<file path="config.mk">
export PLATFORM = sky130hd
export DESIGN_NAME = fmul_unit
export DESIGN_NICKNAME = d
export VERILOG_FILES = /design/src/rtl/fmul_pkg.sv /design/src/rtl/fmul_operand_ext.sv /design/src/rtl/fmul_stage.sv /design/src/rtl/fmul_shaper.sv /design/src/rtl/fmul_unit.sv
export SDC_FILE = /design/constraint.sdc
export NUM_CORES = 1
export LEC_CHECK = 0
export CAP_MARGIN = 15
export CORE_MARGIN = 4
export CORE_UTILIZATION = 50
export CTS_CLUSTER_DIAMETER = 30
export DETAILED_ROUTE_END_ITERATION = 8
export PLACE_DENSITY = 0.71
export SLEW_MARGIN = 20
export SYNTH_ARGS = -nofsm -noshare
export SYNTH_HDL_FRONTEND = slang
export SYNTH_SLANG_ARGS = --single-unit
</file>
<file path="constraint.sdc">
create_clock -name clk -period 6.45 [get_ports clk]
set_input_delay 1.935 -clock clk [delete_from_list [all_inputs] [get_ports clk]]
set_output_delay 1.935 -clock clk [all_outputs]
set_load 0.005 [all_outputs]
</file>
<file path="src/rtl/fmul_pkg.sv">
// Package: mode code layout and decode helpers shared by the multiplier unit.
// Assumes a 3-bit mode: bit 2 fractional, bits 1:0 signedness.
package fmul_pkg;
    localparam int MODE_W = 3;

    typedef enum logic [1:0] {
        SGN_UU   = 2'b00,
        SGN_SS   = 2'b01,
        SGN_SU   = 2'b10,
        SGN_RSVD = 2'b11
    } sign_sel_t;

    // First operand is signed for the SS and SU codes.
    function automatic logic first_signed(input logic [MODE_W-1:0] m);
        return (m[1:0] == SGN_SS) || (m[1:0] == SGN_SU);
    endfunction

    // Second operand is signed only for the SS code.
    function automatic logic second_signed(input logic [MODE_W-1:0] m);
        return (m[1:0] == SGN_SS);
    endfunction

    function automatic logic is_fractional(input logic [MODE_W-1:0] m);
        return m[2];
    endfunction
endpackage

</file>
<file path="src/rtl/fmul_operand_ext.sv">
// Module: extends one W-bit operand to W+1 bits, either by sign or by zero.
// Assumes the product stage treats the W+1-bit value as two's complement.
module fmul_operand_ext #(
    parameter int W = 8
) (
    input  logic [W-1:0] val,
    input  logic         as_signed,
    output logic [W:0]   ext
);
    // Top bit copies the sign only when the operand is declared signed.
    always_comb ext = {as_signed & val[W-1], val};
endmodule

</file>
<file path="src/rtl/fmul_stage.sv">
// Module: capture register for extended operands and the fractional bit.
// Assumes the parent asserts load only while the stage is empty; valid lasts one cycle.
module fmul_stage #(
    parameter int W = 8
) (
    input  logic       clk,
    input  logic       rst_n,
    input  logic       load,
    input  logic [W:0] a_in,
    input  logic [W:0] b_in,
    input  logic       frac_in,
    output logic [W:0] a_q,
    output logic [W:0] b_q,
    output logic       frac_q,
    output logic       valid_q
);
    // Holds operands for the single compute cycle that follows a capture.
    always_ff @(posedge clk) begin
        if (!rst_n) begin
            a_q     <= '0;
            b_q     <= '0;
            frac_q  <= 1'b0;
            valid_q <= 1'b0;
        end else begin
            valid_q <= load;
            if (load) begin
                a_q    <= a_in;
                b_q    <= b_in;
                frac_q <= frac_in;
            end
        end
    end

    // The stage never stays armed for two edges, so a start while busy cannot re-arm it.
    assert_busy_no_rearm_R9: assert property (@(posedge clk) disable iff (!rst_n)
        valid_q |=> !valid_q);
endmodule

</file>
<file path="src/rtl/fmul_shaper.sv">
// Module: signed multiply of the captured operands, fractional shift and flags.
// Assumes operands are already extended to W+1 bits; purely combinational.
module fmul_shaper #(
    parameter int W = 8
) (
    input  logic [W:0]     a_x,
    input  logic [W:0]     b_x,
    input  logic           frac,
    output logic [2*W-1:0] res,
    output logic           z,
    output logic           c
);
    localparam int FW = 2*W + 2;

    logic [FW-1:0]  a_w;
    logic [FW-1:0]  b_w;
    logic [FW-1:0]  full;
    logic [2*W-1:0] raw;

    // Sign-extend both operands to the full width, then multiply.
    always_comb begin
        a_w  = {{(W+1){a_x[W]}}, a_x};
        b_w  = {{(W+1){b_x[W]}}, b_x};
        full = a_w * b_w;
        raw  = full[2*W-1:0];
    end

    // Apply the fractional shift and derive the flags.
    always_comb begin
        res = frac ? {raw[2*W-2:0], 1'b0} : raw;
        c   = raw[2*W-1];
        z   = (res == '0);
    end
endmodule

</file>
<file path="src/rtl/fmul_unit.sv">
// Module: two-cycle 8x8 multiplier with signed, mixed and fractional modes.
// Assumes start is ignored while an operation is in the capture stage; the
// result and flags are registered and held until the next completion.
module fmul_unit #(
    parameter int W = 8
) (
    input  logic                      clk,
    input  logic                      rst_n,
    input  logic                      start,
    input  logic [fmul_pkg::MODE_W-1:0] mode,
    input  logic [W-1:0]              op_a,
    input  logic [W-1:0]              op_b,
    output logic [2*W-1:0]            result,
    output logic                      flag_z,
    output logic                      flag_c,
    output logic                      done
);
    import fmul_pkg::*;

    localparam int NOPS = 2;

    logic [W-1:0] raw_ops [NOPS];
    logic         sgn_ops [NOPS];
    logic [W:0]   ext_ops [NOPS];

    logic         accept;
    logic [W:0]   a_q, b_q;
    logic         frac_q, busy;
    logic [2*W-1:0] next_res;
    logic         next_z, next_c;

    // Route operands and their signedness to the extenders.
    always_comb begin
        raw_ops[0] = op_a;
        raw_ops[1] = op_b;
        sgn_ops[0] = first_signed(mode);
        sgn_ops[1] = second_signed(mode);
    end

    for (genvar i = 0; i < NOPS; i++) begin : g_ext
        fmul_operand_ext #(.W(W)) i_ext (
            .val(raw_ops[i]),
            .as_signed(sgn_ops[i]),
            .ext(ext_ops[i])
        );
    end

    // A request is taken only when the capture stage is empty.
    always_comb accept = start && !busy;

    fmul_stage #(.W(W)) i_stage (
        .clk(clk), .rst_n(rst_n), .load(accept),
        .a_in(ext_ops[0]), .b_in(ext_ops[1]), .frac_in(is_fractional(mode)),
        .a_q(a_q), .b_q(b_q), .frac_q(frac_q), .valid_q(busy)
    );

    fmul_shaper #(.W(W)) i_shaper (
        .a_x(a_q), .b_x(b_q), .frac(frac_q),
        .res(next_res), .z(next_z), .c(next_c)
    );

    // Register the outcome on the compute edge and pulse done.
    always_ff @(posedge clk) begin
        if (!rst_n) begin
            result <= '0;
            flag_z <= 1'b0;
            flag_c <= 1'b0;
            done   <= 1'b0;
        end else begin
            done <= busy;
            if (busy) begin
                result <= next_res;
                flag_z <= next_z;
                flag_c <= next_c;
            end
        end
    end

    // A captured operation completes on the very next edge.
    assert_capture_then_done_R8: assert property (@(posedge clk) disable iff (!rst_n)
        busy |=> done);
    // done only ever follows a capture.
    assert_done_has_cause_R8: assert property (@(posedge clk) disable iff (!rst_n)
        done |-> $past(busy));
    // Outputs are still unless an operation completes.
    assert_hold_outputs_R10: assert property (@(posedge clk) disable iff (!rst_n)
        !busy |=> ($stable(result) && $stable(flag_z) && $stable(flag_c)));
    // Without the shift, carry is the top bit of the returned result.
    assert_carry_top_bit_R6: assert property (@(posedge clk) disable iff (!rst_n)
        (done && !frac_q) |-> (flag_c == result[2*W-1]));
    // Zero flag agrees with the registered result.
    assert_zero_flag_R7: assert property (@(posedge clk) disable iff (!rst_n)
        done |-> (flag_z == (result == '0)));
endmodule

</file>
# Word-level counts from Yosys, hierarchy flattened
# Cells that the tools add are included.
dict set report word_totals {
  output_inout_bits 19
  regBits 39
  wordCells 18
  input_bits 22
}
dict set report classes {
  multipliers 1
  mux 1
  n_reduce_logical 4
  bitwise 2
  eq_ne 2
}
# cell count
set ops {}
lappend ops {{zero test 16 bit} 1}
lappend ops {{multiplier 9 x 9 -> 16 bit} 1}
lappend ops {{two-way mux 16 bit} 1}
lappend ops {{bitwise AND 1 bit} 2}
lappend ops {{== test 2 x 1 -> 1 bit (second input constant)} 1}
lappend ops {{== test 2 bit (second input constant)} 1}
lappend ops {{logical AND 1 bit} 1}
lappend ops {{zero test 1 bit} 1}
lappend ops {{logical OR 1 bit} 1}

# Logic depth before layout (Yosys ltp)
# Gate-level depths: netlist of run 1.
dict set report logic_depth {
  depth_word 3
  ltp_mapped 19
  mapped_depth_nobuf 17
}

# Cells and area by module
# Synthesis of run 1 repeated with hierarchy kept, for this count alone.
dict set report hier_totals {
  hier_cells 515
  area_unflattened_um2 4802.1
}
# mod area_per_inst_um2 seq_area_each_um2 cells_per_inst n_inst
set by_module_without_submodules {}
lappend by_module_without_submodules {fmul_shaper 3190.6 0.0 371 1}
lappend by_module_without_submodules {fmul_stage 745.7 400.4 63 1}
lappend by_module_without_submodules {fmul_unit 733.2 380.4 63 1}
lappend by_module_without_submodules {fmul_operand_ext 66.3 0.0 9 2}

# Least setup slack after synthesis of run 1
# OpenSTA, ideal clock, no wires.
dict set report synth_path {
  kind {flip-flop to flip-flop}
  start {register i_stage.a_q[5]}
  end {register flag_z}
  stages_incl_launch_ff 16
  setup_time_ns 0.084
  period_less_slack_ns 5.148
  n_path_buf 1
  arrival_time_ns 5.064
  setup_slack_ns 1.302
  required_ns 6.366
  path_cell_list {dfxtp_1 clkbuf_1 nand2_1 fa_1 fa_1 inv_1 fa_1 fa_1 fa_1 ha_1 and3_1 a221oi_2 a21oi_2 xor2_1 or4b_4 o31ai_2}
}
dict set report synth_via {
  elab_chain_len 3
}
# item line
set synth_lines {}
lappend synth_lines {{start: declaration} fmul_stage.sv:12} ;# output logic [W:0] a_q,
lappend synth_lines {{start signal: assignment} fmul_stage.sv:27} ;# a_q <= a_in;
lappend synth_lines {{multiplier 9 x 9 -> 16 bit} fmul_shaper.sv:24} ;# full = a_w * b_w;
lappend synth_lines {{two-way mux 16 bit} fmul_shaper.sv:30} ;# res = frac ? {raw[2*W-2:0], 1'b0} : raw;
lappend synth_lines {{zero test 16 bit} fmul_shaper.sv:32} ;# z = (res == '0);
lappend synth_lines {{end signal: assignment} fmul_unit.sv:73} ;# flag_z <= next_z;
lappend synth_lines {{end: declaration} fmul_unit.sv:14} ;# output logic flag_z,
# No other way between the ends.
# A chain may end at the register's enable or synchronous reset.

# Worst setup path after layout of run 1
dict set report layout_path {
  start {register i_stage.b_q[3]}
  end {register flag_z}
}
dict set report layout_via {
  elab_chain_len 3
}
# item line
set layout_lines {}
lappend layout_lines {{start: declaration} fmul_stage.sv:13} ;# output logic [W:0] b_q,
lappend layout_lines {{start signal: assignment} fmul_stage.sv:28} ;# b_q <= b_in;
lappend layout_lines {{multiplier 9 x 9 -> 16 bit} fmul_shaper.sv:24}
lappend layout_lines {{two-way mux 16 bit} fmul_shaper.sv:30}
lappend layout_lines {{zero test 16 bit} fmul_shaper.sv:32}
# No other way between the ends.

==> impl_metrics.env, run 1 <==
export IMPL_startpoint_type="register"
export IMPL_rows=33
export IMPL_arrival_ps=5660
export IMPL_netSwitchingFraction_pct=31.9
export IMPL_synth_edf_count=0
export IMPL_drive_gt1_share_pct=2.66
export IMPL_post_cts_buffers=0
export IMPL_vias=3356
export IMPL_hold_viol=0
export IMPL_firstDrtPassIters=4
export IMPL_nets=645
export IMPL_synth_seq_cells=39
export IMPL_grt_pass1_vias=3373
export IMPL_setup_tns_final_ps=0
export IMPL_max_cap_violations=0
export IMPL_hold_path_class="register to register"
export IMPL_hold_start="result[15]$_SDFFE_PN0P_"
export IMPL_grt_util_all_layers_pct=18.9
export IMPL_power_frac_seq_pct=46.7
export IMPL_status="finished, final reports clean"
export IMPL_internal_power_w=0.000406
export IMPL_power_net_switching_w=0.000190
export IMPL_power_w=0.000595
export IMPL_ctsResizeCount=0
export IMPL_r2r_start="i_stage.b_q[3]$_SDFFE_PN0P_"
export IMPL_start_util_pct=52.3
export IMPL_final_cell_mix="nand2_1 (91), inv_1 (73), fa_1 (63), clkdlybuf4s50_1 (40), dfxtp_1 (39)"
export IMPL_crit_required_ps=6660
export IMPL_clock_skew_ps=8.80
export IMPL_coreArea_um2=8340
export IMPL_cts_root_buf="clkbuf_8"
export IMPL_crit_fanout=10
export IMPL_worst_pin_slew_ps=964
export IMPL_critPathCaptureType="register"
export IMPL_setup_viol=0
export IMPL_die_w_um=101
export IMPL_pin_count=41
export IMPL_io_buffers=40
export IMPL_period_needed_ps=5450
export IMPL_worstSetupPathType="register to register"
export IMPL_combPwrFrac_pct=26.5
export IMPL_fp_dieH_um=101
export IMPL_utilization_pct=58.3
export IMPL_synthToLayoutAreaGrowth_pct=11.5
export IMPL_ys_types=48
export IMPL_wl_per_cell_um=14.4
export IMPL_final_common_cell="nand2_1"
export IMPL_synth_top_flop_cell="dfxtp_1"
export IMPL_postCtsHoldBufs=0
export IMPL_clock_sinks=39
export IMPL_dieArea_um2=10300
export IMPL_rsz0062_at_grt="false"
export IMPL_gp_congestion=0.892
export IMPL_worstSkewPairLatency_ps=290
export IMPL_final_antenna_net_count=0
export IMPL_fmax_mhz=183
export IMPL_drc=0
export IMPL_wirelength_um=9110
export IMPL_cts_tree="done"
export IMPL_grt_pass1_wl_um=15700
export IMPL_fin_crit_sh_pct=84.5
export IMPL_htreeDepth=2
export IMPL_synth_seq_area_share_pct=17.9
export IMPL_drv_slew=0
export IMPL_synth_async_reset_ratio_pct=0
export IMPL_dr_first_iter_drc_count=150
export IMPL_powerDensity_nw_per_um2=122
export IMPL_ys_warn_count=0
export IMPL_leakage_nw=2.33
export IMPL_numCtsBuffers=5
export IMPL_clockBufferDepth=2
export IMPL_syn_instance_count=510
export IMPL_grt_ovfl_total=0
export IMPL_startpoint="i_stage.b_q[3]$_SDFFE_PN0P_"
export IMPL_post_drt_via_cell_ratio=5.31
export IMPL_num_antenna_cells=0
export IMPL_syn_cell_area_um2=4360
export IMPL_p_clk_share_pct=26.8
export IMPL_grt_max_degree=36
export IMPL_timing_slew_headroom_pct=35.4
export IMPL_syn_num_nets=629
export IMPL_ir_drop_v=0.0000720
export IMPL_syn_area_per_cell_um2=8.56
export IMPL_antenna_found_initial=0
export IMPL_path_clk_slew_ps=80
export IMPL_hpwlAfterDp_um=7390
## kinds of logic (layout without fill, tap and decap cells)
group	after synthesis	count (layout)	share of synthesized area, %
simple gates	178	178	19.4
buf+inv	106	123	9.17
fa+ha+maj	97	97	38.6
compound gates	66	66	9.86
flops	39	39	17.9
xor+xnor	15	15	3.01
mux	9	9	2.06
## flip-flops by register name, indices dropped and copies added (netlist names)
name,flops
done,1
i_stage.frac_q,1
result,16
i_stage.b_q,9
i_stage.valid_q,1
i_stage.a_q,9
flag_z,1
flag_c,1
## through the flow
step / instance area, um^2 / hold WS, ps / setup slack [ps] / std cells
after floorplan: 4360 / 450 / 1300 / 510
after global placement: 4780 / 451 / 1100 / 624
after detailed placement: 4780 / 455 / 1000 / 624
after CTS: 4860 / 471 / 994 / 632
after global routing: 4860 / 501 / 748 / 632
final: 4860 / 464 / 997 / 632
## cells in the mapped netlist, types with 11 or more instances
| library cell | n | area [um^2] |
|---|---|---|
| ha_1 | 34 | 425 |
| and2_1 | 31 | 194 |
| fa_1 | 63 | 1260 |
| clkbuf_1 | 28 | 105 |
| nand2_1 | 91 | 342 |
| xnor2_1 | 11 | 96.3 |
| dfxtp_1 | 39 | 781 |
| a21oi_1 | 29 | 145 |
| inv_1 | 73 | 274 |
| nor2_1 | 19 | 71.3 |
## layout make-up
| type | count | area [um^2] |
|---|---|---|
| clock buffer | 7 | 76.3 |
| clock inverter | 1 | 5.00 |
| fill | 767 | 3480 |
| inverter | 74 | 278 |
| multi-input combinational | 365 | 3190 |
| sequential | 39 | 781 |
| tap | 105 | 131 |
| timing repair buffer | 41 | 408 |
## power groups by stage
stage	combinational (W)	sequential, W	clock [W]
floorplan	0.000120	0.000265	0
global placement	0.000157	0.000283	0
detailed placement	0.000158	0.000284	0
CTS	0.000160	0.000278	0.000165
global route	0.000180	0.000281	0.000176
finish	0.000157	0.000278	0.000160
## worst max-delay path, cell delays in order, from the launching register on
cell and delay, ps:
dfxtp_1 590, nand2_1 150, fa_1 530, fa_1 550, inv_1 60, fa_1 500, fa_1 570, fa_1 420
ha_1 380, and3_1 220, a221oi_2 410, a21oi_2 110, xor2_1 170, or4b_4 520, o31ai_2 170
## final timing paths
kind	slack, ps	cells past startpoint	end
setup reg to reg	1000	14	flag_z$_SDFFE_PN0P_
hold / removal	460	2	result[15]$_SDFFE_PN0P_
hold reg to reg	460	2	result[15]$_SDFFE_PN0P_
setup / recovery	1000	14	flag_z$_SDFFE_PN0P_
## per-layer routing
| metal | vias to the layer above | GRT usage (%) | wire (um) |
|---|---|---|---|
| li1 | 1629 | - | - |
| met1 | 1624 | 26.6 | 4080 |
| met2 | 88 | 31.6 | 4450 |
| met3 | 15 | 1.65 | 421 |
| met4 | 0 | 5.01 | 170 |
| met5 | - | 0 | 0 |
Power figures use the tool's default switching activity.
==> inputs of run 2 (changes only) <==
Settings changed: PLACE_DENSITY 0.71 to 0.74.
Clock period 6.45 ns to 4.8 ns, I/O delays scaled along.
==> impl_metrics.env, run 2 (synthesis results as in run 1) <==
export IMPL_status="complete, but fails checks"
export IMPL_powerDensity_nw_per_um2=163
export IMPL_arrival_ps=5120
export IMPL_clockBufferDepth=2
export IMPL_cpPeakStageDelay_ps=580
export IMPL_crit_slowest_cell="fa_1"
export IMPL_coreArea_um2=8340
export IMPL_dpl_instance_area_um2=5180
export IMPL_hpwlAfterDp_um=8540
export IMPL_fp_dieH_um=101
export IMPL_clock_sinks=39
export IMPL_worstSkewPairLatency_ps=290
export IMPL_final_common_cell="nand2_1"
export IMPL_fmax_mhz=204
export IMPL_grt_pass1_vias=3652
export IMPL_fin_area_um2=5480
export IMPL_wl_per_cell_um=15.1
export IMPL_rows=33
export IMPL_drc=0
export IMPL_largest_register="result"
export IMPL_clock_skew_ps=2.78
export IMPL_crit_fanout=5
export IMPL_ir_drop_v=0.000173
export IMPL_grt_util_all_layers_pct=20.6
export IMPL_final_cell_mix="nand2_1 (88), inv_1 (71), fa_1 (58), buf_4 (48), clkdlybuf4s50_1 (40)"
export IMPL_setup_viol=3
export IMPL_grt_max_degree=35
export IMPL_post_drt_via_cell_ratio=5.22
export IMPL_num_antenna_cells=0
export IMPL_crit_required_ps=5010
export IMPL_largest_register_ffs=16
export IMPL_numCtsBuffers=5
export IMPL_cts_root_buf="clkbuf_8"
export IMPL_nets=694
export IMPL_hold_ws_ps=473
export IMPL_grt_pass1_wl_um=16900
export IMPL_hold_path_class="register to register"
export IMPL_max_cap_violations=0
export IMPL_dieArea_um2=10300
export IMPL_timing_slew_headroom_pct=28.7
export IMPL_worst_pin_slew_ps=1070
export IMPL_rsz0062_at_grt="true"
export IMPL_period_needed_ps=4910
export IMPL_path_clk_slew_ps=80
export IMPL_gp_congestion=0.935
export IMPL_leakage_nw=2.60
export IMPL_grt_ovfl_total=0
export IMPL_wirelength_um=10200
export IMPL_die_w_um=101
export IMPL_hold_viol=0
export IMPL_worstSetupPathType="register to register"
export IMPL_htreeDepth=2
export IMPL_pin_count=41
export IMPL_cts_tree="done"
export IMPL_cp_cell_sequence="buf_4, and2_4, fa_2, fa_1, fa_1, fa_1, fa_1, ha_4, and3_4, a221oi_4, a21oi_2, xor2_1, or4b_4, o31ai_2"
export IMPL_dr_first_iter_drc_count=191
export IMPL_drive_gt1_share_pct=19.3
export IMPL_critPathCaptureType="register"
export IMPL_violations="negative setup slack"
export IMPL_final_antenna_net_count=0
export IMPL_crit_buf_inv=1
export IMPL_io_buffers=40
export IMPL_critPathTopFamily="adder cells"
export IMPL_antenna_found_initial=0
export IMPL_firstDrtPassIters=4
export IMPL_start_util_pct=52.3
export IMPL_synthToLayoutAreaGrowth_pct=25.6
export IMPL_setup_slack_ps=-106
export IMPL_fin_crit_sh_pct=102
export IMPL_drv_slew=0
export IMPL_vias=3547
export IMPL_startpoint_type="register"
export IMPL_post_cts_buffers=0
export IMPL_top_regs="result (16), i_stage.a_q (9), i_stage.b_q (9)"
export IMPL_crit_top_cell="fa_1"
==> run 2: power breakdown <==
group	switching [W]	total, W	internal, W
registers	0.0000216	0.000363	0.000341
logic	0.000145	0.000293	0.000149
clock network	0.000123	0.000239	0.000116
==> run 2: final cells by class <==
type                            instances  area, um^2
Clock buffer                            6        82.6
Sequential cell                        39         820
Inverter                               74         278
Clock inverter                          1        8.76
Multi-Input combinational cell        365        3380
Tap cell                              105         131
Fill cell                             658        2860
Timing Repair Buffer                   90         783
==> run 2: layer usage <==
layer / vias to the layer above / global-route usage (%) / share of wire, %
met5: - / 0 / 0
met4: 0 / 4.09 / 1.6
met3: 15 / 3.58 / 5.2
met2: 79 / 35.1 / 48
met1: 1714 / 27.9 / 45
li1: 1739 / - / -
==> run 2: tightest hold or removal path, cell delays in order, from the launching register on <==
cell and delay [ps]:
dfxtp_1 310, nand2b_1 60, a21oi_1 50
==> run 2: path summary, 6_finish.rpt <==
path	startpoint	endpoint	slack, ps	cells past startpoint
worst max-delay path	i_stage.b_q[5]$_SDFFE_PN0P_	flag_z$_SDFFE_PN0P_	-110	14
worst min-delay path	result[8]$_SDFFE_PN0P_	result[8]$_SDFFE_PN0P_	470	2
worst max register to register	i_stage.b_q[5]$_SDFFE_PN0P_	flag_z$_SDFFE_PN0P_	-110	14
worst min register to register	result[8]$_SDFFE_PN0P_	result[8]$_SDFFE_PN0P_	470	2
==> run 2: what timing repair did <==
action | CTS | global route
pin swaps | 2 | 11
gates resized for setup | 15 | 39
hold buffers | 0 | 0
endpoints found under the setup margin | 4 | 7
==> run 2: stage by stage <==
step           setup TNS (ps)  instances  worst slack, ps  total power [W]  utilization, %
2_1_floorplan               0        510             3.63         0.000528               -
3_3_place_gp            -92.6        673            -80.3         0.000631            62.1
3_5_place_dp             -554        673             -330         0.000639            62.1
4_1_cts                 -90.1        680            -84.4         0.000881            63.8
5_1_grt                  -565        680             -179         0.000945            65.7
6_report                 -170        680             -106         0.000895            65.7
==> inputs of run 3 (changes only) <==
Settings changed: CORE_MARGIN 4 to default.
Clock period 4.8 ns to 4.44 ns, I/O delays scaled along.
==> impl_metrics.env, run 3 (synthesis results as in run 1) <==
export IMPL_hpwlAfterDp_um=8490
export IMPL_crit_required_ps=4660
export IMPL_cts_tree="done"
export IMPL_die_w_um=95.4
export IMPL_leakage_nw=2.75
export IMPL_whs_path_depth=2
export IMPL_netSwitchingFraction_pct=31.3
export IMPL_start_util_pct=52.3
export IMPL_rr_worst_depth=14
export IMPL_hold_start="result[8]$_SDFFE_PN0P_"
export IMPL_coreArea_um2=8340
export IMPL_htreeDepth=2
export IMPL_final_antenna_net_count=0
export IMPL_startpoint="i_stage.b_q[1]$_SDFFE_PN0P_"
export IMPL_arrival_ps=5090
export IMPL_rsz0062_at_grt="true"
export IMPL_fin_area_um2=5840
export IMPL_setup_slack_ps=-431
export IMPL_vias=3645
export IMPL_max_cap_violations=0
export IMPL_drc=0
export IMPL_setup_viol=9
export IMPL_cts_root_buf="clkbuf_8"
export IMPL_numCtsBuffers=5
export IMPL_fp_dieH_um=95.4
export IMPL_timing_slew_headroom_pct=52.1
export IMPL_antenna_found_initial=0
export IMPL_drv_slew=0
export IMPL_largest_register_ffs=16
export IMPL_nets=714
export IMPL_drive_gt1_share_pct=25.3
export IMPL_nFillCells=609
export IMPL_final_common_cell="nand2_1"
export IMPL_wl_per_cell_um=15.5
export IMPL_fmax_mhz=205
export IMPL_top_regs="result (16), i_stage.a_q (9), i_stage.b_q (9)"
export IMPL_timing_rr_end="flag_z$_SDFFE_PN0P_"
export IMPL_power_w=0.00106
export IMPL_final_cell_mix="nand2_1 (82), inv_1 (69), buf_4 (65), fa_1 (58), clkdlybuf4s50_1 (40)"
export IMPL_post_drt_via_cell_ratio=5.20
export IMPL_path_clk_slew_ps=80
export IMPL_clock_sinks=39
export IMPL_grt_util_all_layers_pct=25.4
export IMPL_utilization_pct=70.0
export IMPL_worstSkewPairLatency_ps=300
export IMPL_hold_path_class="register to register"
export IMPL_gp_congestion=0.830
export IMPL_grt_ovfl_total=0
export IMPL_num_antenna_cells=0
export IMPL_ir_drop_v=0.000155
export IMPL_seqCellArea_um2=830
export IMPL_place_ws_ps=-550
export IMPL_fin_cells=701
export IMPL_grt_max_degree=35
export IMPL_rows=33
export IMPL_crit_fanout=5
export IMPL_grt_pass1_vias=3691
export IMPL_clockBufferDepth=2
export IMPL_grt_pass1_wl_um=17600
export IMPL_wirelength_um=10800
export IMPL_hold_viol=0
export IMPL_period_needed_ps=4870
export IMPL_internal_power_w=0.000731
export IMPL_worstSetupPathType="register to register"
export IMPL_clock_skew_ps=6.16
export IMPL_power_frac_seq_pct=37.0
export IMPL_startpoint_type="register"
export IMPL_largest_register="result"
export IMPL_dp_cells=681
export IMPL_synthToLayoutAreaGrowth_pct=33.8
export IMPL_firstDrtPassIters=4
export IMPL_dr_first_iter_drc_count=151
export IMPL_violations="negative setup slack"
export IMPL_power_net_switching_w=0.000333
export IMPL_postCtsHoldBufs=0
export IMPL_hold_path_end="result[8]$_SDFFE_PN0P_"
export IMPL_powerDensity_nw_per_um2=182
export IMPL_pin_count=41
export IMPL_combPwrFrac_pct=32.3
export IMPL_critPathCaptureType="register"
export IMPL_dpl_instance_area_um2=5290
export IMPL_p_clk_share_pct=30.7
export IMPL_multiInputGateArea_um2=3530
export IMPL_reg2reg_slack_ps=-430
export IMPL_r2r_start="i_stage.b_q[1]$_SDFFE_PN0P_"
export IMPL_worst_pin_slew_ps=718
export IMPL_fin_crit_sh_pct=110
export IMPL_status="complete, but fails checks"
export IMPL_io_buffers=40
export IMPL_dieArea_um2=9110
[run 3: worst max-delay path: stages, from the launching register on]
cell and delay [ps]:
dfxtp_4 390, nand2_4 50, fa_1 530, inv_1 50, fa_1 470, fa_1 580
fa_1 440, fa_1 530, ha_4 220, a21o_4 200, a221oi_4 340, a21oi_2 110
xor2_1 190, or4b_4 530, o31ai_4 170
[run 3: layer usage]
layer | part of all wire (%) | vias up | track usage [%]
met5 | 0 | - | 0
met4 | 1.6 | 0 | 5.72
met3 | 4.3 | 15 | 3.35
met2 | 48 | 80 | 41.6
met1 | 46 | 1778 | 35.7
li1 | - | 1772 | -
[run 3: power groups by stage]
stage	Combinational (W)	Clock [W]	Sequential, W
2_1_floorplan	0.000191	0	0.000386
3_3_place_gp	0.000292	0	0.000401
3_5_place_dp	0.000298	0	0.000402
4_1_cts	0.000328	0.000327	0.000392
5_1_grt	0.000378	0.000347	0.000396
6_report	0.000344	0.000327	0.000393
[run 3: through the flow]
stage	setup TNS, ps	hold slack (ps)
2_1_floorplan	-471	450
3_3_place_gp	-2050	456
3_5_place_dp	-2800	468
4_1_cts	-1410	486
5_1_grt	-3310	505
6_report	-1780	478
[run 3: how the worst max path moves through the flow]
stage                                to  slack (ps)  depth (start not counted)
floorplan           flag_z$_SDFFE_PN0P_        -320                         15
global placement    flag_z$_SDFFE_PN0P_        -440                         17
detailed placement  flag_z$_SDFFE_PN0P_        -550                         17
CTS                 flag_z$_SDFFE_PN0P_        -370                         14
global route        flag_z$_SDFFE_PN0P_        -580                         14
finish              flag_z$_SDFFE_PN0P_        -430                         14
[run 3: final cells by class]
| cell class | count | share of cell area (%) |
|---|---|---|
| multi-input cells | 365 | 60.5 |
| repair buffers | 110 | 16.2 |
| flip-flops and latches | 39 | 14.2 |
| inverters | 74 | 4.76 |
| well taps | 105 | 2.25 |
| clock buffers | 6 | 1.41 |
| clock inverters | 2 | 0.664 |
[run 3: timing repair]
action / CTS / global route
cloned: 0 / 0
resized for setup: 53 / 23
pin swaps: 21 / 14
setup endpoints to repair: 9 / 10
setup buffers: 9 / 4
